**src/rtl/irq_prio_pkg.sv**
```systemverilog
package irq_prio_pkg;

  // Number of maskable sources handled by the controller
  localparam int SRC_COUNT = 5;

  // Source index doubles as priority: larger index wins
  typedef enum logic [2:0] {
    SRC_WAKEUP = 3'd0,
    SRC_CONV   = 3'd1,
    SRC_TMR0   = 3'd2,
    SRC_SOFT   = 3'd3,
    SRC_PWM    = 3'd4
  } src_id_e;

endpackage

```
**src/rtl/irq_pend_bank.sv**
```systemverilog
module irq_pend_bank #(
  parameter int N = 5
) (
  input  logic         clk,
  input  logic         rst,
  input  logic [N-1:0] req_i,
  input  logic [N-1:0] clr_i,
  output logic [N-1:0] pend_o
);

  logic [N-1:0] req_q;
  logic [N-1:0] pend_q;

  for (genvar g = 0; g < N; g++) begin : g_src
    logic rise;
    assign rise = req_i[g] & ~req_q[g];

    always_ff @(posedge clk) begin
      if (rst) begin
        req_q[g]  <= 1'b0;
        pend_q[g] <= 1'b0;
      end else begin
        req_q[g] <= req_i[g];
        if (rise)
          pend_q[g] <= 1'b1;
        else if (clr_i[g])
          pend_q[g] <= 1'b0;
      end
    end

    // a pending bit only appears after its request was high
    a_r2_pend_from_req: assert property (@(posedge clk) disable iff (rst)
      $rose(pend_q[g]) |-> $past(req_i[g]));

    // edge and clear together leave the bit set
    a_r3_edge_beats_clear: assert property (@(posedge clk) disable iff (rst)
      (rise && clr_i[g]) |=> pend_q[g]);

    // a clear without an edge empties the bit
    a_r3_clear_takes: assert property (@(posedge clk) disable iff (rst)
      (clr_i[g] && !req_i[g]) |=> !pend_q[g]);
  end

  assign pend_o = pend_q;

endmodule

```
**src/rtl/irq_prio_pick.sv**
```systemverilog
module irq_prio_pick #(
  parameter int N = 5,
  parameter int W = 3
) (
  input  logic [N-1:0] cand_i,
  output logic         any_o,
  output logic [W-1:0] idx_o
);

  // Ascending scan: a later (higher) index overrides a lower one
  always_comb begin
    idx_o = '0;
    for (int i = 0; i < N; i++) begin
      if (cand_i[i]) idx_o = W'(i);
    end
  end

  assign any_o = |cand_i;

endmodule

```
**src/rtl/irq_entry_ctl.sv**
```systemverilog
module irq_entry_ctl #(
  parameter int W = 3
) (
  input  logic         clk,
  input  logic         rst,
  input  logic         cand_any_i,
  input  logic [W-1:0] cand_idx_i,
  input  logic         vec_done_i,
  input  logic         reti_i,
  input  logic         gie_set_i,
  input  logic         gie_clr_i,
  output logic         gie_o,
  output logic         take_o,
  output logic [W-1:0] vec_o
);

  logic         gie_q;
  logic         take_q;
  logic [W-1:0] vec_q;
  logic         finish;

  assign finish = take_q & vec_done_i;

  always_ff @(posedge clk) begin
    if (rst) begin
      gie_q  <= 1'b0;
      take_q <= 1'b0;
      vec_q  <= '0;
    end else begin
      // global enable: end of entry first, then set, then clear
      if (finish)
        gie_q <= 1'b0;
      else if (reti_i || gie_set_i)
        gie_q <= 1'b1;
      else if (gie_clr_i)
        gie_q <= 1'b0;

      // entry sequencing with index frozen until the fetch strobe
      if (take_q) begin
        if (vec_done_i) take_q <= 1'b0;
      end else if (gie_q && cand_any_i) begin
        take_q <= 1'b1;
        vec_q  <= cand_idx_i;
      end
    end
  end

  assign gie_o  = gie_q;
  assign take_o = take_q;
  assign vec_o  = vec_q;

  // the enable only rises through a set or return strobe
  a_r4_gie_rise_cause: assert property (@(posedge clk) disable iff (rst)
    $rose(gie_q) |-> $past(reti_i || gie_set_i));

  // no entry starts while masked
  a_r5_take_needs_gie: assert property (@(posedge clk) disable iff (rst)
    $rose(take_q) |-> $past(gie_q));

  // entry starts only with a pending enabled source
  a_r6_take_needs_cand: assert property (@(posedge clk) disable iff (rst)
    $rose(take_q) |-> $past(cand_any_i));

  // index frozen throughout the entry
  a_r7_vec_hold: assert property (@(posedge clk) disable iff (rst)
    (take_q && $past(take_q)) |-> $stable(vec_q));

  // fetch strobe ends entry and masks
  a_r8_done_masks: assert property (@(posedge clk) disable iff (rst)
    (take_q && vec_done_i) |=> (!take_q && !gie_q));

endmodule

```
**src/rtl/irq_prio_ctrl.sv**
```systemverilog
module irq_prio_ctrl #(
  parameter int NUM_SRC = irq_prio_pkg::SRC_COUNT,
  localparam int IDX_W  = $clog2(NUM_SRC)
) (
  input  logic               clk,
  input  logic               rst,
  input  logic [NUM_SRC-1:0] req_i,
  input  logic [NUM_SRC-1:0] src_en_i,
  input  logic               ack_i,
  input  logic [IDX_W-1:0]   ack_idx_i,
  input  logic [NUM_SRC-1:0] pend_clr_i,
  input  logic               gie_set_i,
  input  logic               gie_clr_i,
  input  logic               reti_i,
  input  logic               vec_done_i,
  output logic               irq_take_o,
  output logic [IDX_W-1:0]   vec_idx_o,
  output logic               gie_o,
  output logic [NUM_SRC-1:0] pend_o
);

  logic [NUM_SRC-1:0] ack_hit;
  logic [NUM_SRC-1:0] clr_mask;
  logic [NUM_SRC-1:0] pend;
  logic [NUM_SRC-1:0] cand;
  logic               cand_any;
  logic [IDX_W-1:0]   cand_idx;

  // decode of the indexed acknowledge; out-of-range indices hit nothing
  for (genvar g = 0; g < NUM_SRC; g++) begin : g_ack
    assign ack_hit[g] = ack_i && (ack_idx_i == IDX_W'(g));
  end

  assign clr_mask = ack_hit | pend_clr_i;

  irq_pend_bank #(.N(NUM_SRC)) u_pend (
    .clk    (clk),
    .rst    (rst),
    .req_i  (req_i),
    .clr_i  (clr_mask),
    .pend_o (pend)
  );

  assign cand = pend & src_en_i;

  irq_prio_pick #(.N(NUM_SRC), .W(IDX_W)) u_pick (
    .cand_i (cand),
    .any_o  (cand_any),
    .idx_o  (cand_idx)
  );

  irq_entry_ctl #(.W(IDX_W)) u_entry (
    .clk        (clk),
    .rst        (rst),
    .cand_any_i (cand_any),
    .cand_idx_i (cand_idx),
    .vec_done_i (vec_done_i),
    .reti_i     (reti_i),
    .gie_set_i  (gie_set_i),
    .gie_clr_i  (gie_clr_i),
    .gie_o      (gie_o),
    .take_o     (irq_take_o),
    .vec_o      (vec_idx_o)
  );

  assign pend_o = pend;

  // the frozen index always names a source that exists
  a_r6_idx_in_range: assert property (@(posedge clk) disable iff (rst)
    irq_take_o |-> (int'(vec_idx_o) < NUM_SRC));

endmodule

```
**config.mk**
```make
export PLATFORM = sky130hd
export DESIGN_NAME = irq_prio_ctrl
export DESIGN_NICKNAME = d
export VERILOG_FILES = /design/src/rtl/irq_prio_pkg.sv /design/src/rtl/irq_pend_bank.sv /design/src/rtl/irq_prio_pick.sv /design/src/rtl/irq_entry_ctl.sv /design/src/rtl/irq_prio_ctrl.sv
export SDC_FILE = /design/constraint.sdc
export NUM_CORES = 1
export LEC_CHECK = 0
export ABC_AREA = 0
export BUFFER_PORTS_ARGS = -buffer_cell sky130_fd_sc_hd__buf_2
export CORE_MARGIN = 3
export CORE_UTILIZATION = 48
export CTS_CLUSTER_SIZE = 25
export DETAILED_ROUTE_END_ITERATION = 10
export PLACE_DENSITY = 0.83
export REMOVE_ABC_BUFFERS = 1
export SLEW_MARGIN = 20
export SYNTH_ARGS = -nofsm -noshare
export SYNTH_HDL_FRONTEND = slang
export SYNTH_HIERARCHICAL = 1
export SYNTH_SLANG_ARGS = --single-unit
export TNS_END_PERCENT = 30
```
**constraint.sdc**
```tcl
create_clock -name clk -period 3.3 [get_ports clk]
set_clock_uncertainty 0.15 [all_clocks]
set_input_delay 0.165 -clock clk [delete_from_list [all_inputs] [get_ports clk]]
set_output_delay 0.165 -clock clk [all_outputs]
set_load 0.02 [all_outputs]
```
Word level (Yosys, flattened, before mapping)
Index checks and enable logic that the tools add are counted.

word-level totals
  register bits after elaboration = 15
  latch bits = 0
  RAM bits = 0
  ROM bits = 0
  bits of input ports = 25
  output and inout port bits = 10
  memories = 0

operators by class
  add/subtract/negate cells = 0
  multipliers = 0
  divide/modulo/power cells = 0
  magnitude comparators = 0
  equality and inequality tests = 4
  shifts and indexed selects = 0
  muxes and demuxes = 19
  bitwise logic cells = 14
  reduce and logical (&&, ||, !) cells = 17

operator list
  operator              count
  $mux W1               16
  $reduce_bool A2 Y1    6
  $and A1 B1 Y1         6
  $eq A3 B2 Y1 const B  2
  $logic_and A1 B1 Y1   6
  $not A1 Y1            6
  $and A5 B5 Y5         1
  $or A5 B5 Y5          1
  $reduce_or A5 Y1      1
  $mux W2               2
  $eq A3 B1 Y1 const B  1
  $eq A3 B3 Y1 const B  1
  $logic_not A3 Y1      1
  $mux W3               1
  $reduce_and A2 Y1     1
  $reduce_or A2 Y1      1
  $logic_or A1 B1 Y1    1

Logic depth before layout (Yosys ltp)
  depth after elaboration = 5
  depth in mapped cells = 6
  depth with buffers taken out = 5

Modules after synthesis
The synthesis kept the hierarchy.

modules (own cells, without submodules)
  module         times used  cells an instance  area an instance (um^2)  sequential area each (um^2)
  irq_pend_bank  1           31                 399.1                    200.2
  irq_entry_ctl  1           21                 222.7                    100.1
  irq_prio_ctrl  1           14                 100.1                    0.0
  irq_prio_pick  1           8                  42.5                     0.0

Least setup slack after synthesis
OpenSTA, ideal clock, no wires.

  path kind = register to register
  from = reg u_pend.pend_q[4] (netlist: u_pend/pend_o[4])
  to = reg u_entry.take_q (netlist: u_entry/take_o)
  arrival = 1,253 ps
  required time = 3,035 ps
  path slack = 1,782 ps
  stages on the path, launching flop included = 7
  cells stage by stage = dfxtp_1 and2_1 nor3_1 nand2_1 and3b_1 buf_6 o21ba_1

between the ends
  cells in the longest elaborated chain, start to end = 5

ends and longest elaborated chain
  item                              line                 text
  start: declaration                irq_pend_bank.sv:12  logic [N-1:0] pend_q;
  start signal: indexed assignment  irq_pend_bank.sv:21  pend_q[g] <= 1'b0;
  start signal: indexed assignment  irq_pend_bank.sv:25  pend_q[g] <= 1'b1;
  start signal: indexed assignment  irq_pend_bank.sv:27  pend_q[g] <= 1'b0;
  $and A5 B5 Y5                     irq_prio_ctrl.sv:44  assign cand = pend & src_en_i;
  named net cand[4]                 irq_prio_ctrl.sv:25  logic [NUM_SRC-1:0] cand;
  $reduce_or A5 Y1                  irq_prio_pick.sv:18  assign any_o = |cand_i;
  named net cand_any                irq_prio_ctrl.sv:26  logic cand_any;
  $logic_and A1 B1 Y1               irq_entry_ctl.sv:41  end else if (gie_q && cand_any_i) begin
  $mux W1                           irq_entry_ctl.sv:41
  $mux W1                           irq_entry_ctl.sv:39  if (take_q) begin
  end signal: assignment            irq_entry_ctl.sv:27  take_q <= 1'b0;
  end signal: assignment            irq_entry_ctl.sv:40  if (vec_done_i) take_q <= 1'b0;
  end signal: assignment            irq_entry_ctl.sv:42  take_q <= 1'b1;
  end: declaration                  irq_entry_ctl.sv:18  logic take_q;

The timed path passes the listed nets, and every way through them passes these cells.
A chain may end at the register's enable or synchronous reset.

Worst setup path after layout
Ends and elaborated chain as after synthesis.

==> run metrics <==
combinational power share between 20% and 30%; Syn Inst Count 74; largest net degree at the start of global routing 19; Core Area 1400 um^2; Routed Antenna Nets 0; Net Sw Frac 26.2%; syn avg cell area approximately 10 um^2; Final Cycle Share around 44%; synth warn 6; actual slew at the worst max-slew pin roughly 370 ps; Root Buffer clkbuf_4; Rows 13; Max Cap Viol 0; overall routing resource usage 16.7%; drt via density roughly 4.8; Die Ht 45.9 um; Netlist cell types 20; post-CTS sizing 0; clock buffer depth 2; Worst-Skew Late Latency 280 ps; final setup fails 0; r2r startpoint u_pend/pend_o[4]$_SDFFE_PP0P_; #FFs+latches synth 15; die width between 40 and 50 um; critical path class flip-flop to flip-flop; antenna violations before repair 0; fmax 689 MHz; number of enable flip-flop cells after synthesis 0; Num CTS Buffers 3; share of cells above drive strength 1 47.8%; Yosys top cell by area dfxtp_1; clock share of power 27.1%; area share of the largest cell type after synthesis 39.3%; relative slew slack 75.0%; Worst EP arrival around 1500 ps; vias in the first global route 634; ant diodes 0; post-synthesis sequential area ratio around two fifths; Post-route DRC 0; Clock Pin Slew Worst Setup and Hold Paths 90 ps; PortBufs 34; Vias 629; CP Capture Type flip-flop; # hold bufs at CTS 5; FF-to-FF End u_entry/take_o$_SDFF_PP0_; hpwl dp 1.22 mm; Syn-to-layout area delta 32.1%; clock tree from TritonCTS done; H-tree depth 1; net switching power between 100 and 150 uW; internal power between 200 and 300 uW; Slew Limit Fails 0; Final Util 72.2%; sequential share of power 51.5%; ys async rst share 0%; CP Max Fanout 4; global-route wire length before repair 2.51 mm; CP Launch Type flip-flop; Worst Path Required between 3000 and 4000 ps; Max stage delay on crit path between 300 and 400 ps; Final Net Count 141; worst hold path type input port to flip-flop; post-CTS setup repair buffer count 0; DRT iter0 DRCs 5; Hold Startpoint gie_clr_i; Worst VDD drop ~260 uV; Worst Hold End u_entry/gie_o$_SDFFE_PP0P_; DRT Wirelength roughly 1.6 mm; most common cell after layout, fill and taps aside buf_2; grt ovf 0; Reg2Reg Setup Slack 1850 ps; I/O pins 35; run status finished, final reports clean; Synth Cell Area approximately 760 um^2; setup TNS 0 ps; r2r worst-path depth 5; Synth Flop Type dfxtp_1; hold violation total from the final report 0; DRT Pass-1 Iters 3; CP Launch Point u_pend/pend_o[4]$_SDFFE_PP0P_; Area contributors post-synth dfxtp_1, nand2b_1, nand2b_4; commonest cells after routing, fill and taps aside buf_2, dfxtp_1, nand2b_1; crit-path cells and2_1, nor3_1, nand2_1, and3b_1, o21ba_1; RSZ-0062 raised after global routing false; routed len/inst 12.1 um; Hold Path Stages 3; min Tclk post-route 1450 ps; PD cells 379 nW/um^2; Die Area 2110 um^2; initial core utilization 54.7%; Clock Sinks 15; leak pwr 0.479 nW; Slowest-stage cell, CP dfxtp_1; routability cong. slightly above 0.7
## through the flow
| stage | cell area (um^2) | setup WS [ps] | total power, mW | hold WS [ps] | cells |
|---|---|---|---|---|---|
| finish | 1010 | 1850 | 0.382 | 15.5 | 130 |
| global route | 1010 | 1740 | 0.403 | 13.9 | 130 |
| CTS | 1000 | 1840 | 0.390 | 1.95 | 129 |
| detailed placement | 923 | 1860 | 0.278 | 243 | 120 |
| global placement | 923 | 1890 | 0.275 | 241 | 120 |
| floorplan | 734 | 1830 | 0.245 | 77.4 | 71 |
## routing by layer
metal,up-vias,GRT usage [%],share of wire (%)
met4,0,8.52,0.38
met3,2,2.77,6.0
met2,20,29.4,52
met1,284,18.8,42
li1,323,-,-
met5,-,0,0
## flip-flops by register name, summed over array words and instances (netlist names)
name,flops
u_entry/gie_o,1
u_entry/take_o,1
u_pend/req_q,5
u_entry/vec_o,3
u_pend/pend_o,5
## power groups by stage
| stage | Sequential [mW] | Clock [mW] | Combinational [mW] |
|---|---|---|---|
| finish | 0.197 | 0.104 | 0.0818 |
| global placement | 0.200 | 0 | 0.0750 |
| floorplan | 0.209 | 0 | 0.0356 |
| detailed placement | 0.201 | 0 | 0.0766 |
| CTS | 0.197 | 0.112 | 0.0812 |
| global route | 0.198 | 0.116 | 0.0891 |
## kinds of logic after synthesis
kind of cell	count (synthesis)	synth area share, %
compound gates	13	15.1
buf+inv	6	5.40
flops	15	39.3
mux	3	3.93
simple gates	37	36.3
## cell usage after synthesis (2+ instances only)
| cell | instances |
|---|---|
| dfxtp_1 | 15 |
| nand2b_1 | 13 |
| a21oi_2 | 6 |
| and2_1 | 5 |
| nand2b_4 | 5 |
| nor2b_2 | 5 |
| a31o_1 | 4 |
| nor2_1 | 4 |
| inv_1 | 3 |
| mux2i_1 | 3 |
| buf_6 | 2 |
## worst max path at each step
stage                                           end  slack [ps]  cells past startpoint
final                     u_entry/take_o$_SDFF_PP0_        1850                      5
after global routing      u_entry/take_o$_SDFF_PP0_        1740                      5
after CTS                 u_entry/take_o$_SDFF_PP0_        1840                      5
after detailed placement  u_entry/take_o$_SDFF_PP0_        1860                      5
after global placement    u_entry/take_o$_SDFF_PP0_        1890                      5
after floorplan           u_entry/take_o$_SDFF_PP0_        1830                      5
## worst max-delay path, delay by kind of cell (launching register included)
family / cells / cell delay, ps
AOI/OAI and AO/OA: 1 / 190
and+or+nand+nor: 4 / 690
DFF: 1 / 330
## area by class of cell
class	instances	area, um^2
inverters	3	11.3
multi-input cells	53	423
flip-flops and latches	15	300
clock buffers	4	26.3
repair buffers	40	230
fillers	105	389
well taps	15	18.8
(Power assumes the default switching activity.)
